$ cat src/rtl/irq_disp_pkg.sv
package irq_disp_pkg;

   localparam int IL_W    = 4;   // width of the status interrupt-level field
   localparam int PS_IL_LSB = 0;
   localparam int PS_EXCM = 4;
   localparam int PS_UM   = 5;

   typedef enum logic [1:0] {
      ROUTE_KERN = 2'd0,
      ROUTE_USER = 2'd1,
      ROUTE_DBL  = 2'd2,
      ROUTE_HIGH = 2'd3
   } route_e;

   function automatic route_e route_of(input logic [IL_W-1:0] lvl,
                                       input logic excm, input logic um);
      if (lvl >= IL_W'(2)) return ROUTE_HIGH;
      else if (excm)       return ROUTE_DBL;
      else if (um)         return ROUTE_USER;
      else                 return ROUTE_KERN;
   endfunction

endpackage

$ cat src/rtl/irq_accept.sv
module irq_accept
   import irq_disp_pkg::*;
#(
   parameter int NLEVEL     = 6,
   parameter int NINT       = 32,
   parameter int EXCM_LEVEL = 1
) (
   input  logic                   clk,
   input  logic                   rst_n,
   input  logic [IL_W-1:0]        pend_level,
   input  logic [IL_W-1:0]        ps_intlevel,
   input  logic                   ps_excm,
   input  logic [NINT-1:0]        int_set,
   input  logic [NINT-1:0]        int_en,
   input  logic [NLEVEL*NINT-1:0] lvl_mask,
   output logic                   accept
);
   localparam logic [IL_W-1:0] EXCM_L = IL_W'(EXCM_LEVEL);

   logic [NINT-1:0]   live;
   logic [NLEVEL:0]   lvl_hit;
   logic              sel_hit;
   logic [IL_W-1:0]   cur_lvl;

   assign live       = int_set & int_en;
   assign lvl_hit[0] = 1'b0;

   for (genvar l = 1; l <= NLEVEL; l++) begin : g_lvl
      assign lvl_hit[l] = |(lvl_mask[(l-1)*NINT +: NINT] & live);
   end

   always_comb begin
      sel_hit = 1'b0;
      for (int l = 1; l <= NLEVEL; l++)
         if (pend_level == IL_W'(l)) sel_hit = lvl_hit[l];
   end

   always_comb begin
      cur_lvl = ps_intlevel;
      if (ps_excm && (ps_intlevel < EXCM_L)) cur_lvl = EXCM_L;
   end

   assign accept = sel_hit && (pend_level > cur_lvl);

   // an accepted level lies above the raw status level and within range
   p_above_level_r1: assert property (@(posedge clk) disable iff (!rst_n)
      accept |-> (pend_level > ps_intlevel) && (pend_level <= IL_W'(NLEVEL)) && (pend_level != '0));
   // some enabled, asserted source must exist
   p_live_source_r1: assert property (@(posedge clk) disable iff (!rst_n)
      accept |-> (int_set & int_en) != '0);
   // with EXCM set, nothing at or below EXCM_LEVEL gets through
   p_excm_raise_r2: assert property (@(posedge clk) disable iff (!rst_n)
      (accept && ps_excm) |-> (pend_level > EXCM_L));

endmodule

$ cat src/rtl/irq_vec_sel.sv
module irq_vec_sel
   import irq_disp_pkg::*;
#(
   parameter int           XLEN        = 32,
   parameter bit           RELOC       = 1'b1,
   parameter logic [31:0]  DEF_VECBASE = 32'h4000_0000,
   parameter logic [31:0]  LVL_STRIDE  = 32'h40,
   parameter logic [31:0]  KERN_OFF    = 32'h300,
   parameter logic [31:0]  USER_OFF    = 32'h340,
   parameter logic [31:0]  DBL_OFF     = 32'h3C0
) (
   input  logic [IL_W-1:0] level,
   input  route_e          route,
   input  logic [XLEN-1:0] vecbase,
   output logic [XLEN-1:0] target
);
   logic [XLEN-1:0] base;
   logic [XLEN-1:0] offset;

   if (RELOC) begin : g_reloc
      assign base = vecbase;
   end else begin : g_fixed
      assign base = XLEN'(DEF_VECBASE);
   end

   always_comb begin
      unique case (route)
         ROUTE_HIGH: offset = XLEN'(level) * XLEN'(LVL_STRIDE);
         ROUTE_DBL:  offset = XLEN'(DBL_OFF);
         ROUTE_USER: offset = XLEN'(USER_OFF);
         default:    offset = XLEN'(KERN_OFF);
      endcase
   end

   assign target = base + offset;

endmodule

$ cat src/rtl/irq_dispatch.sv
module irq_dispatch
   import irq_disp_pkg::*;
#(
   parameter int           XLEN        = 32,
   parameter int           NINT        = 32,
   parameter int           NLEVEL      = 6,
   parameter int           EXCM_LEVEL  = 1,
   parameter bit           HAS_DEPC    = 1'b1,
   parameter bit           RELOC       = 1'b1,
   parameter logic [31:0]  DEF_VECBASE = 32'h4000_0000,
   parameter logic [31:0]  LVL_STRIDE  = 32'h40,
   parameter logic [31:0]  KERN_OFF    = 32'h300,
   parameter logic [31:0]  USER_OFF    = 32'h340,
   parameter logic [31:0]  DBL_OFF     = 32'h3C0,
   parameter int           L1_CAUSE    = 4
) (
   input  logic                       clk,
   input  logic                       rst_n,
   input  logic [IL_W-1:0]            pend_level,
   input  logic [NINT-1:0]            int_set,
   input  logic [NINT-1:0]            int_en,
   input  logic [NLEVEL*NINT-1:0]     lvl_mask,
   input  logic [XLEN-1:0]            cur_pc,
   input  logic [XLEN-1:0]            cur_ps,
   input  logic [XLEN-1:0]            vecbase,
   output logic [XLEN-1:0]            new_pc,
   output logic [XLEN-1:0]            new_ps,
   output logic                       taken,
   output logic [NLEVEL*XLEN-1:0]     epc_flat,
   output logic [(NLEVEL-1)*XLEN-1:0] eps_flat,
   output logic [XLEN-1:0]            depc,
   output logic [XLEN-1:0]            exccause
);
   localparam logic [XLEN-1:0] IL_FIELD = XLEN'((1 << IL_W) - 1) << PS_IL_LSB;
   localparam logic [XLEN-1:0] EXCM_BIT = XLEN'(1) << PS_EXCM;

   if (NLEVEL < 2 || NLEVEL >= (1 << IL_W)) begin : g_bad_nlevel
      $error("irq_dispatch: NLEVEL must lie in 2..%0d", (1 << IL_W) - 1);
   end
   if (EXCM_LEVEL < 0 || EXCM_LEVEL > NLEVEL) begin : g_bad_excm
      $error("irq_dispatch: EXCM_LEVEL must lie in 0..NLEVEL");
   end
   if (XLEN < 8 || NINT < 1) begin : g_bad_width
      $error("irq_dispatch: XLEN must be at least 8 and NINT at least 1");
   end

   logic            accept;
   route_e          route;
   logic [XLEN-1:0] target;
   logic [XLEN-1:0] ps_hi;

   logic [XLEN-1:0] epc_q [1:NLEVEL];
   logic [XLEN-1:0] eps_q [2:NLEVEL];
   logic [XLEN-1:0] new_pc_q, new_ps_q, depc_q, cause_q;
   logic            taken_q;

   irq_accept #(
      .NLEVEL(NLEVEL), .NINT(NINT), .EXCM_LEVEL(EXCM_LEVEL)
   ) u_accept (
      .clk(clk), .rst_n(rst_n),
      .pend_level(pend_level),
      .ps_intlevel(cur_ps[PS_IL_LSB +: IL_W]),
      .ps_excm(cur_ps[PS_EXCM]),
      .int_set(int_set), .int_en(int_en), .lvl_mask(lvl_mask),
      .accept(accept)
   );

   assign route = route_of(pend_level, cur_ps[PS_EXCM], cur_ps[PS_UM]);

   irq_vec_sel #(
      .XLEN(XLEN), .RELOC(RELOC), .DEF_VECBASE(DEF_VECBASE),
      .LVL_STRIDE(LVL_STRIDE), .KERN_OFF(KERN_OFF),
      .USER_OFF(USER_OFF), .DBL_OFF(DBL_OFF)
   ) u_vec (
      .level(pend_level), .route(route), .vecbase(vecbase), .target(target)
   );

   assign ps_hi = (cur_ps & ~IL_FIELD) | (XLEN'(pend_level) << PS_IL_LSB) | EXCM_BIT;

   always_ff @(posedge clk or negedge rst_n) begin
      if (!rst_n) begin
         new_pc_q <= '0;
         new_ps_q <= '0;
         depc_q   <= '0;
         cause_q  <= '0;
         taken_q  <= 1'b0;
         for (int l = 1; l <= NLEVEL; l++) epc_q[l] <= '0;
         for (int l = 2; l <= NLEVEL; l++) eps_q[l] <= '0;
      end else begin
         taken_q <= accept;
         if (accept) begin
            new_pc_q <= target;
            if (route == ROUTE_HIGH) begin
               new_ps_q <= ps_hi;
               for (int l = 2; l <= NLEVEL; l++) begin
                  if (pend_level == IL_W'(l)) begin
                     epc_q[l] <= cur_pc;
                     eps_q[l] <= cur_ps;
                  end
               end
            end else begin
               cause_q  <= XLEN'(L1_CAUSE);
               new_ps_q <= cur_ps | EXCM_BIT;
               if (route == ROUTE_DBL && HAS_DEPC) depc_q   <= cur_pc;
               else                                epc_q[1] <= cur_pc;
            end
         end
      end
   end

   for (genvar l = 1; l <= NLEVEL; l++) begin : g_epc_out
      assign epc_flat[(l-1)*XLEN +: XLEN] = epc_q[l];
   end
   for (genvar l = 2; l <= NLEVEL; l++) begin : g_eps_out
      assign eps_flat[(l-2)*XLEN +: XLEN] = eps_q[l];
   end

   assign new_pc   = new_pc_q;
   assign new_ps   = new_ps_q;
   assign depc     = depc_q;
   assign exccause = cause_q;
   assign taken    = taken_q;

   // a refused cycle leaves every architectural register alone
   p_hold_r8: assert property (@(posedge clk) disable iff (!rst_n)
      !accept |=> $stable(new_pc) && $stable(new_ps) && $stable(exccause)
                  && $stable(depc) && $stable(epc_flat) && $stable(eps_flat));
   // the pulse follows an acceptance by one edge
   p_pulse_r8: assert property (@(posedge clk) disable iff (!rst_n)
      accept |=> taken);
   // the status field carries the accepted high level
   p_level_field_r3: assert property (@(posedge clk) disable iff (!rst_n)
      (accept && pend_level >= IL_W'(2)) |=>
         new_ps[PS_IL_LSB +: IL_W] == $past(pend_level) && new_ps[PS_EXCM]);
   // bits outside the level field and EXCM survive
   p_keep_bits_r3: assert property (@(posedge clk) disable iff (!rst_n)
      accept |=> ((new_ps ^ $past(cur_ps)) & ~(IL_FIELD | EXCM_BIT)) == '0);
   // level 1 records its cause and sets EXCM
   p_cause_r4: assert property (@(posedge clk) disable iff (!rst_n)
      (accept && pend_level == IL_W'(1)) |=>
         exccause == XLEN'(L1_CAUSE) && new_ps[PS_EXCM]);
   // without a double-exception register it never moves
   p_no_depc_r6: assert property (@(posedge clk) disable iff (!rst_n)
      !HAS_DEPC |-> depc == '0);

endmodule

$ cat config.mk
export PLATFORM = sky130hd
export DESIGN_NAME = irq_dispatch
export DESIGN_NICKNAME = d
export VERILOG_FILES = /design/src/rtl/irq_disp_pkg.sv /design/src/rtl/irq_accept.sv /design/src/rtl/irq_vec_sel.sv /design/src/rtl/irq_dispatch.sv
export SDC_FILE = /design/constraint.sdc
export NUM_CORES = 1
export LEC_CHECK = 0
export ABC_AREA = 1
export BUFFER_PORTS_ARGS = -buffer_cell sky130_fd_sc_hd__buf_4
export CAP_MARGIN = 20
export CORE_AREA = 2 2 323 325
export DETAILED_ROUTE_END_ITERATION = 12
export DIE_AREA = 0 0 325 327
export HOLD_SLACK_MARGIN = 0.08
export PLACE_DENSITY = 0.5
export SETUP_SLACK_MARGIN = 0.2
export SLEW_MARGIN = 5
export SYNTH_ARGS = -nofsm -noshare
export SYNTH_HDL_FRONTEND = slang
export SYNTH_SLANG_ARGS = --single-unit
$ cat constraint.sdc
create_clock -name clk -period 0.8 [get_ports clk]
set_input_delay 0.08 -clock clk [delete_from_list [all_inputs] [get_ports clk]]
set_output_delay 0.08 -clock clk [all_outputs]
set_load 0.03 [all_outputs]
==> impl_metrics.py <==
metrics = {
    "status": {
        "status": "finished with violations",
        "violations": "hold timing, setup timing",
    },
    "critical_path": {
        "cp.required_ns": 1.35,
        "r2r-start": "new_ps[4]$_DFFE_PN0N_",
        "crit_arrival_ns": 2.78,
        "cp_slowest_cell": "ha_4",
        "path_class": "in2reg",
        "max_stage_delay_ns": 0.16,
        "ff2ff_setup_slack_ns": 0.07,
        "end_kind": "flip-flop",
        "start_kind": "primary input",
        "crit_path_frequent_cell": "buf_4",
        "crit_path_max_fanout": 4,
        "r2r_end": "new_ps[4]$_DFFE_PN0N_",
        "r2r_cells": 1,
    },
    "clock_tree": {
        "root_buffer": "clkbuf_16",
        "cts_buffer_depth": 3,
        "cts_sinks": 450,
        "ctsHtreeMaxLevel": 2,
        "cts_buffers": 55,
        "clk_latency_ns": 0.60,
        "cts_hold_buffers": 82,
        "cts.reportedPaths.clkPinSlew_ns": 0.07,
        "tritoncts": "built",
    },
    "final_layout": {
        "layout_common_cells": "nand2_1, buf_4, dfrtp_1, nand4_1, dlygate4sd3_1",
        "fill_cells": 10900,
        "syn_to_final_growth_pct": 62.6,
        "layout_commonest_cell": "nand2_1",
        "seq_area_um2": 11300,
        "drive_gt1_frac": 0.349,
        "fin_nets": 3913,
        "multi_input_area_um2": 8800,
    },
    "yosys": {
        "post_synth_instance_area_um2": 20800,
        "synth_top_family_by_area": "simple AND/OR/NAND/NOR gates",
        "synth_xor_area_frac": 0.00969,
        "synth_mux_area_frac": 0,
        "synth_area_per_cell_um2": 8.27,
        "synth_seq_cells": 450,
        "yosys_warnings": 0,
        "synthCells": 2512,
        "synth_cell_types": 43,
        "ys_seq_area_frac": 0.542,
        "synthSimpleGateAreaFrac": 0.351,
        "synthAdderAreaFrac": 0.00759,
        "synth_compound_gate_area_share": 0.0252,
    },
    "detailed_routing": {
        "drtIter0Drc": 1819,
        "wl_um": 116000,
        "route.detailed.drc": 0,
        "via_per_inst": 4.55,
        "drtPass1Iterations": 5,
        "ant_nets": 0,
        "wl_per_cell_um": 23.3,
        "vias": 22600,
    },
    "sta": {
        "setup_viol": 900,
        "setup_slack_ns": -1.44,
        "finalMaxSlewViolations": 0,
        "skew_ns": 0,
        "worst_hold_slack_ns": -0.132,
        "finalHoldViolCount": 22,
        "worstMarginPinSlew_ns": 0.937,
        "maxClockFrequency_mhz": 447,
        "slew_headroom": 0.375,
        "finalCritPeriodShare": 2.80,
        "layout_min_cycle_time_ns": 2.24,
        "rsz0062_at_grt": "true",
    },
    "job": {
        "maxCapViolCount": 0,
    },
    "min_path": {
        "whs_endpoint": "new_pc[18]$_DFFE_PN0N_",
        "holdCritPathClass": "in2reg",
        "hold_path_startpoint": "vecbase[18]",
        "holdPathStages": 4,
    },
    "grt": {
        "grt_pass1_vias": 22600,
        "antenna_found_initial": 3,
        "grt-ovfl-total": 0,
        "grt_max_degree": 156,
        "track_usage": 0.211,
        "grt_pass1_wl_um": 166000,
    },
    "pwr": {
        "powerDensity_nw_per_um2": 2570,
        "p_leak_nw": 18.2,
        "peakVddDrop_v": 0.00171,
        "total_power_w": 0.0867,
    },
    "place": {
        "hpwl_um": 85100,
        "dp_slack_ns": -2.22,
        "io_buffers": 807,
        "gp_congestion": 0.921,
    },
    "floorplanning": {
        "core.rowCount": 118,
        "die_w_um": 325,
        "die_h_um": 327,
        "die_area_um2": 106000,
        "start_util": 0.202,
        "pin_count": 839,
        "core_area_um2": 103000,
    },
}
worst max-delay path by stage:
stage	startpoint	endpoint	slack, ns
2_1_floorplan	pend_level[2]	new_pc[28]$_DFFE_PN0N_	-2.37
3_3_place_gp	pend_level[2]	new_pc[31]$_DFFE_PN0N_	-2.27
3_5_place_dp	pend_level[2]	new_pc[31]$_DFFE_PN0N_	-2.22
4_1_cts	pend_level[3]	new_pc[29]$_DFFE_PN0N_	-1.34
5_1_grt	pend_level[2]	new_pc[30]$_DFFE_PN0N_	-1.53
6_report	pend_level[2]	new_ps[1]$_DFFE_PN0N_	-1.44
layout make-up:
type | count | share of cell area
timing repair buffer | 1149 | 0.289
clock inverter | 18 | 0.00763
sequential | 450 | 0.333
tap | 1380 | 0.0511
clock buffer | 80 | 0.0489
antenna | 3 | 0.000222
inverter | 84 | 0.00952
multi-input combinational | 1803 | 0.260
metrics by stage:
| step | setup TNS (ns) | utilization | hold slack (ns) | cells | instance area [um^2] |
|---|---|---|---|---|---|
| 3_5_place_dp | -814.02 | 0.294 | 0.0780 | 4751 | 30300 |
| 2_1_floorplan | -462.55 | - | -0.216 | 2542 | 21000 |
| 3_3_place_gp | -811.50 | 0.294 | 0.0753 | 4751 | 30300 |
| 6_report | -626.62 | 0.328 | -0.132 | 4967 | 33800 |
| 4_1_cts | -697.11 | 0.325 | -0.208 | 4955 | 33500 |
| 5_1_grt | -700.74 | 0.328 | -0.165 | 4966 | 33800 |
synthesized netlist by cell type (all sizes together):
master | n | area, um^2
nor3b | 1 | 7.51
a41o | 1 | 10.0
dfrtp | 450 | 11300
or2 | 2 | 12.5
nor2 | 48 | 183
a211oi | 2 | 15.0
nand4 | 377 | 2390
nand3 | 64 | 325
clkinv | 1 | 3.75
o22ai | 1 | 6.26
nand2 | 1138 | 4280
o2111a | 1 | 11.3
o21a | 2 | 15.0
and3 | 1 | 6.26
ha | 11 | 138
xor2 | 15 | 131
nor4 | 2 | 12.5
a21boi | 1 | 7.51
clkbuf | 83 | 312
inv | 83 | 312
xnor2 | 8 | 70.1
a31oi | 1 | 6.26
o21ai | 58 | 290
or3 | 1 | 6.26
o211ai | 1 | 7.51
conb | 1 | 3.75
buf | 123 | 714
fa | 1 | 20.0
nor3 | 10 | 50.1
a22o | 10 | 87.6
a21oi | 12 | 67.6
nand3b | 2 | 15.0
critical path: cells and delay by family:
family	cells	cell delay, ns
compound gates	2	0.21
buf+inv	19	2.14
fa+ha+maj	1	0.16
simple gates	4	0.19
power breakdown:
| part | leakage, nW | internal (W) | switching [W] |
|---|---|---|---|
| combinational | 11.3 | 0.0107 | 0.0191 |
| sequential | 5.98 | 0.0272 | 0.00292 |
| clock | 0.943 | 0.0162 | 0.0106 |
metal layers:
layer | vias up | GRT usage | routed length [um]
li1 | 10400 | - | -
met1 | 11200 | 0.295 | 52900
met2 | 909 | 0.334 | 52600
met3 | 113 | 0.0439 | 7940
met4 | 2 | 0.0438 | 2140
met5 | - | 0 | 12
cell families after synthesis:
group	Yosys count
other	1
XOR/XNOR	23
flip-flops	450
buffers and inverters	290
AO/OA/AOI/OAI	90
adder cells (fa/ha/maj)	12
AND/OR/NAND/NOR	1646
state kept, by name (all words and copies together) (netlist names):
name	cells
exccause	1
eps_flat	160
new_pc	32
new_ps	32
depc	32
epc_flat	192
taken	1
what timing repair did:
action	CTS	global route
cloned	2	0
pin swaps	34	45
resized for setup	52	55
setup endpoints to repair	900	900
buffers inserted	22	9
hold endpoints to repair	897	55
(Power assumes the default switching activity.)
